===== config.mk =====
export PLATFORM = sky130hd
export DESIGN_NAME = port_rate_limiter
export DESIGN_NICKNAME = d
export VERILOG_FILES = /design/src/rtl/prl_pkg.sv /design/src/rtl/prl_ctrl.sv /design/src/rtl/prl_datapath.sv /design/src/rtl/port_rate_limiter.sv
export SDC_FILE = /design/constraint.sdc
export NUM_CORES = 1
export LEC_CHECK = 0
export BUFFER_PORTS_ARGS = -buffer_cell sky130_fd_sc_hd__buf_2
export CORE_AREA = 2 2 81 160
export CTS_BUF_LIST = sky130_fd_sc_hd__clkbuf_8
export CTS_CLUSTER_SIZE = 10
export DETAILED_ROUTE_END_ITERATION = 12
export DIE_AREA = 0 0 83 162
export PLACE_DENSITY = 0.86
export SYNTH_ARGS = -nofsm -noshare
export SYNTH_HDL_FRONTEND = slang
export SYNTH_SLANG_ARGS = --single-unit

===== constraint.sdc =====
create_clock -name clk -period 22.9 [get_ports clk]
set_clock_uncertainty 0.15 [all_clocks]
set_input_delay 4.58 -clock clk [delete_from_list [all_inputs] [get_ports clk]]
set_output_delay 4.58 -clock clk [all_outputs]
set_load 0.02 [all_outputs]

===== src/rtl/prl_pkg.sv =====
package prl_pkg;
  // Strobes handed from control to datapath each cycle
  typedef struct packed {
    logic charge;   // apply packet charge this edge
    logic cfgLoad;  // load configuration this edge
  } prlStrobes_t;
endpackage


===== src/rtl/prl_ctrl.sv =====
module prl_ctrl
  import prl_pkg::*;
#(
  parameter int PORT_W  = 6,
  parameter int PORT_ID = 5
) (
  input  logic              cfgWe,
  input  logic [PORT_W-1:0] cfgPort,
  input  logic              pktStart,
  input  logic              balanceNeg,
  output prlStrobes_t       strobes,
  output logic              sendOk
);
  localparam logic [PORT_W-1:0] OWN_PORT = PORT_W'(PORT_ID);

  always_comb begin
    strobes.charge  = pktStart;
    strobes.cfgLoad = cfgWe && (cfgPort == OWN_PORT);
    sendOk          = !balanceNeg;
  end
endmodule


===== src/rtl/prl_datapath.sv =====
module prl_datapath
  import prl_pkg::*;
#(
  parameter int COST_W        = 12,
  parameter int WCOST_W       = 12,
  parameter int LIMIT_W       = 12,
  parameter int WCNT_W        = 8,
  parameter int ACC_W         = 23,
  parameter int REFILL        = 16,
  parameter int RST_PKT_COST  = 2,
  parameter int RST_WORD_COST = 64,
  parameter int RST_LIMIT     = 4
) (
  input  logic                     clk,
  input  logic                     rst,
  input  prlStrobes_t              strobes,
  input  logic [COST_W-1:0]        cfgPktCost,
  input  logic [WCOST_W-1:0]       cfgWordCost,
  input  logic [LIMIT_W-1:0]       cfgLimit,
  input  logic [WCNT_W-1:0]        pktWords,
  output logic signed [ACC_W-1:0]  balance,
  output logic signed [ACC_W-1:0]  limitScaled,
  output logic [COST_W-1:0]        pktCostQ,
  output logic [WCOST_W-1:0]       wordCostQ,
  output logic [LIMIT_W-1:0]       limitQ,
  output logic                     balanceNeg
);
  localparam logic signed [ACC_W-1:0] REFILL_S = ACC_W'(REFILL);
  localparam logic signed [ACC_W-1:0] RST_BAL  = ACC_W'(RST_LIMIT) <<< 8;

  logic signed [ACC_W-1:0] pktPart;
  logic signed [ACC_W-1:0] wordPart;
  logic signed [ACC_W-1:0] charge;
  logic signed [ACC_W-1:0] sumNext;
  logic signed [ACC_W-1:0] balNext;

  always_comb begin
    limitScaled = $signed({{(ACC_W-LIMIT_W-8){1'b0}}, limitQ, 8'h00});
    pktPart     = $signed({{(ACC_W-COST_W-8){1'b0}}, pktCostQ, 8'h00});
    wordPart    = $signed({{(ACC_W-WCOST_W){1'b0}}, wordCostQ})
                * $signed({{(ACC_W-WCNT_W){1'b0}}, pktWords});
    charge      = strobes.charge ? (pktPart + wordPart) : '0;
    sumNext     = balance + REFILL_S - charge;
    balNext     = (sumNext > limitScaled) ? limitScaled : sumNext;
    balanceNeg  = balance[ACC_W-1];
  end

  always_ff @(posedge clk) begin
    if (rst) begin
      balance   <= RST_BAL;
      pktCostQ  <= COST_W'(RST_PKT_COST);
      wordCostQ <= WCOST_W'(RST_WORD_COST);
      limitQ    <= LIMIT_W'(RST_LIMIT);
    end else begin
      balance <= balNext;
      if (strobes.cfgLoad) begin
        pktCostQ  <= cfgPktCost;
        wordCostQ <= cfgWordCost;
        limitQ    <= cfgLimit;
      end
    end
  end
endmodule


===== src/rtl/port_rate_limiter.sv =====
module port_rate_limiter
  import prl_pkg::*;
#(
  parameter int PORT_W        = 6,
  parameter int PORT_ID       = 5,
  parameter int COST_W        = 12,
  parameter int WCOST_W       = 12,
  parameter int LIMIT_W       = 12,
  parameter int WCNT_W        = 8,
  parameter int REFILL        = 16,
  parameter int RST_PKT_COST  = 2,
  parameter int RST_WORD_COST = 64,
  parameter int RST_LIMIT     = 4
) (
  input  logic               clk,
  input  logic               rst,
  input  logic               cfgWe,
  input  logic [PORT_W-1:0]  cfgPort,
  input  logic [COST_W-1:0]  cfgPktCost,
  input  logic [WCOST_W-1:0] cfgWordCost,
  input  logic [LIMIT_W-1:0] cfgLimit,
  input  logic               pktStart,
  input  logic [WCNT_W-1:0]  pktWords,
  output logic               sendOk
);
  // Widths derived so the balance can never wrap under legal use
  localparam int PKT_SW   = COST_W + 8;
  localparam int WORD_SW  = WCOST_W + WCNT_W;
  localparam int CHARGE_W = ((PKT_SW > WORD_SW) ? PKT_SW : WORD_SW) + 1;
  localparam int LIM_SW   = LIMIT_W + 8;
  localparam int ACC_W    = ((LIM_SW > CHARGE_W) ? LIM_SW : CHARGE_W) + 2;

  prlStrobes_t              strobes;
  logic                     balanceNeg;
  logic signed [ACC_W-1:0]  balance;
  logic signed [ACC_W-1:0]  limitScaled;
  logic [COST_W-1:0]        pktCostQ;
  logic [WCOST_W-1:0]       wordCostQ;
  logic [LIMIT_W-1:0]       limitQ;

  prl_ctrl #(
    .PORT_W (PORT_W),
    .PORT_ID(PORT_ID)
  ) u_ctrl (
    .cfgWe     (cfgWe),
    .cfgPort   (cfgPort),
    .pktStart  (pktStart),
    .balanceNeg(balanceNeg),
    .strobes   (strobes),
    .sendOk    (sendOk)
  );

  prl_datapath #(
    .COST_W       (COST_W),
    .WCOST_W      (WCOST_W),
    .LIMIT_W      (LIMIT_W),
    .WCNT_W       (WCNT_W),
    .ACC_W        (ACC_W),
    .REFILL       (REFILL),
    .RST_PKT_COST (RST_PKT_COST),
    .RST_WORD_COST(RST_WORD_COST),
    .RST_LIMIT    (RST_LIMIT)
  ) u_dp (
    .clk        (clk),
    .rst        (rst),
    .strobes    (strobes),
    .cfgPktCost (cfgPktCost),
    .cfgWordCost(cfgWordCost),
    .cfgLimit   (cfgLimit),
    .pktWords   (pktWords),
    .balance    (balance),
    .limitScaled(limitScaled),
    .pktCostQ   (pktCostQ),
    .wordCostQ  (wordCostQ),
    .limitQ     (limitQ),
    .balanceNeg (balanceNeg)
  );
endmodule


==> results by stage <==
Pwr:
- The power density of the placed cells is 81.05 mW/mm².
- VDD sags by at most 0.0001165 V.
- Summed over all cells, the static leakage comes to 3.786 nW.

Route:
- The routed length per instance is 15.04 µm.
- The total wirelength of the detailed-routed design is 15,880 µm.
- The detail route stage leaves a number of antenna-violating nets equal to 0.
- Before antenna repair, the detailed router went through 6 iterations.
- The final routed DRC violation total is 0.
- The violation count after the first detailed-route iteration is 240.
- After detailed routing, the number of vias per cell comes to 5.598.
- The via total after detailed routing is 5,911.

Run:
- Across the run, the number of max-cap violations was 0.

Clocking:
- The TritonCTS sink count is ~60.
- The clock root buffer master is sky130_fd_sc_hd__clkbuf_8.
- The maximum root-to-sink buffer count is 2.
- The number of cells upsized or downsized after cts is 0.
- CTS built an H-tree with a depth of 3.
- The clock transition time at the flip-flop clock pins of the worst setup and hold paths is ~0.08 ns.
- Clock latency on the worst-skew pair, taken at its later pin, is around 0.37 ns.
- The post-CTS setup repair buffer count is 0.
- The quantity of hold-fixing buffers added after cts is 0.
- The number of buffers added by the clock tree synthesis step is 9.
- The CTS tree is yes.

Global routing:
- The overall overflow remaining after global route is 0.
- The number of global-route vias before repair is 6,442.
- Across every metal layer, demand over resource in global routing totals 0.2571.
- The first global-routing pass estimated 28,210 µm of wire.
- The largest net degree at the start of global routing is 54.
- The initial antenna violation count was 0.

Setup path:
- Data on the critical path is required at its endpoint by 23.00 ns.
- The depth of the critical timing path with buffers and inverters included is 37.
- The worst register-to-register path ends at u_dp.balance[7]$_SDFF_PP0_.
- The slowest stage cell on the critical path is sky130_fd_sc_hd__a2111oi_0.
- The largest single stage delay on the critical path is 0.74 ns.
- The worst setup slack for register-to-register paths is around 13 ns.
- The signal arrival time at the worst endpoint is 13.52 ns.
- The kind of cell with the highest combined delay along the critical path is adder cells.
- Of all nets on the critical path, the largest fanout is 17.
- The type of element launching the critical path is an input port.
- The worst setup path category is input port to register.
- The worst register-to-register path begins at u_dp.wordCostQ[0]$_SDFFE_PP0P_.
- The capturing element type of the critical path is a register.
- For the worst flop-to-flop path, the logic depth is 36.
- The count of buffer and inverter cells on the critical path is 3.

Timing:
- In the post-route analysis, the smallest setup slack over all paths is 9.476 ns.
- In the finished design, the share of the clock period the worst path needs comes to 0.5862.
- The slew at the pin closest to its max-slew limit is 0.7871 ns.
- The shortest clock period the worst path allows after layout is 13.42 ns.
- The count of final hold-check violations was 0.
- The accumulated negative setup slack is 0 ns.
- The worst slew margin relative to its limit is 0.4617.
- The maximum clock rate is 74.49 MHz.
- The total setup violations reported at the end of the flow is 0.
- The final-report max-slew violation count is 0.
- Setup repair after global routing left no endpoint under its margin.

Final layout:
- Relative to the synthesized area, the layout overhead comes to 7.113%.
- The number of inserted diodes is 0.
- The total of fill cells in the finished design is 1,042.
- The count of nets after finishing is approximately 1,100.
- The share of final-layout standard cells stronger than drive strength 1 is 0.09351.

Yosys:
- The number of synthesized flops with an enable pin is 0.
- The cell with the most instances after synthesis is sky130_fd_sc_hd__nand2_1.
- The number of synthesized register bits is between 50 and 60.
- After synthesis, the mean cell area works out to 8.308 µm².
- By area the synthesized netlist is led by sky130_fd_sc_hd__ha_1 18%, sky130_fd_sc_hd__fa_1 17%, sky130_fd_sc_hd__dfxtp_1 16%, sky130_fd_sc_hd__nand2_1 6.9%, sky130_fd_sc_hd__inv_1 6.1%.
- Synthesis instantiated 59 different standard cells from the library.
- The most frequently used flop master after synthesis is sky130_fd_sc_hd__dfxtp_1.
- The sequential element share of the synthesized area is 0.1642.
- The net count after synthesis is 1,088.
- Counting every instance in the synthesized netlist gives 866.
- The proportion of register bits with asynchronous set or reset after synthesis is 0.
- The proportion of netlist area held by the largest area contributor is 0.1843.
- For this run, the number of Yosys warnings is 0.
- The synthesized design spends more area on one cell type than any other, namely sky130_fd_sc_hd__ha_1.
- The cell area that synthesis handed to floorplanning was 0.007194 mm².
- In the synthesized netlist, the cells that appear most often are 132 x sky130_fd_sc_hd__nand2_1, 116 x sky130_fd_sc_hd__inv_1, 106 x sky130_fd_sc_hd__ha_1.

Floorplan:
- The die area is 0.01345 mm².
- The site row count is 57.
- The area of the core region is roughly 0.012 mm².
- Measured along the y axis, the die boundary spans about 160 µm.
- In this run the count of I/O pins placed on the die edge is 55.
- The die boundary width is 83 µm.
- The initial utilization of the core area, before any placement, comes to 0.5899.

Outcome:
- The run finished with clean final reports.

Place:
- The final HPWL from detailed placement is 12,950 µm.
- The number of buffers inserted by port buffering is 54.
- Routability-driven placement finished with a final weighted congestion of 0.9456.
- The pre-CTS worst setup slack is a little over 9 ns.

Min path:
- The type of the worst min-delay path is register to register.
- The depth of the worst hold-timing path is 2.
- The worst hold path terminates at u_dp.pktCostQ[4]$_SDFFE_PP0P_.
- The worst hold path begins at u_dp.pktCostQ[4]$_SDFFE_PP0P_.
where the power goes:
| part | total [mW] | internal (mW) | switching (mW) |
|---|---|---|---|
| combinational | 0.412 | 0.176 | 0.236 |
| clock | 0.0923 | 0.0397 | 0.0526 |
| sequential | 0.120 | 0.116 | 0.00450 |
cell type report:
class	instances	area [µm²]	share of cell area
inverter	116	435.4	0.05650
clock inverter	7	52.55	0.006819
clock buffer	9	123.9	0.01607
timing repair buffer	57	292.8	0.03799
sequential	59	1181	0.1533
tap	147	183.9	0.02387
multi-input combinational	661	5436	0.7055
state kept, by name, indices dropped and copies added, names as in the netlist:
register and cells:
u_dp.limitQ 12, u_dp.balance 23, u_dp.wordCostQ 12, u_dp.pktCostQ 12
metal layers:
metal	global-route usage	up-vias	share of wire	wire length [µm]
met5	0	-	0	0
met2	0.4989	118	0.57	9099
li1	-	2895	-	-
met4	0.1647	0	0.047	743
met1	0.2531	2849	0.35	5567
met3	0.02591	49	0.030	471
kinds of logic after synthesis:
kind of cell | share of synthesized area
simple gates | 0.1986
compound gates | 0.1285
buf+inv | 0.08017
mux | 0.01687
flops | 0.1642
xor+xnor | 0.05478
fa+ha+maj | 0.3569
worst max path at each step:
stage / from / end
after global routing: pktWords[4] / u_dp.balance[3]$_SDFF_PP0_
after detailed placement: pktWords[4] / u_dp.balance[1]$_SDFF_PP0_
after floorplan: pktWords[7] / u_dp.balance[14]$_SDFF_PP0_
final: pktWords[4] / u_dp.balance[7]$_SDFF_PP0_
after CTS: pktWords[4] / u_dp.balance[1]$_SDFF_PP0_
after global placement: pktWords[4] / u_dp.balance[7]$_SDFF_PP0_
per-stage QoR:
step,cells,power [mW],cell area (µm²),hold WS [ns],utilization
6_report,1056,0.6246,7706,0.3115,0.6319
5_1_grt,1056,0.6766,7706,0.3421,0.6319
4_1_cts,1056,0.6233,7706,0.3162,0.6319
3_5_place_dp,1040,0.5294,7530,0.3051,0.6174
3_3_place_gp,1040,0.5195,7530,0.2994,0.6174
2_1_floorplan,866,0.4506,7194,0.2906,-
cell usage in the layout (no fill, tap or decap), drive strengths merged, types with 2 or more instances in the layout:
cell type / count
a211o: 3
a211oi: 2
a21boi: 2
a21o: 21
a21oi: 69
a31oi: 6
a41oi: 3
and2: 64
and3: 8
and4: 2
buf: 57
clkbuf: 9
clkinvlp: 4
dfxtp: 59
fa: 62
ha: 106
inv: 118
mux2i: 11
nand2: 132
nand2b: 6
nand3: 9
nand3b: 5
nand4: 7
nor2: 37
nor2b: 6
nor3: 5
nor3b: 3
o21a: 5
o21ai: 19
o21bai: 5
o41ai: 2
or2: 3
or3: 2
xnor2: 30
xor2: 15
worst min-delay path: cells and delay by family, from the launching register on:
kind	cells	cell delay, ns
AOI/OAI and AO/OA	1	0.05
and+or+nand+nor	1	0.05
DFF	1	0.32
No activity file was read; power rests on OpenSTA's default activity.
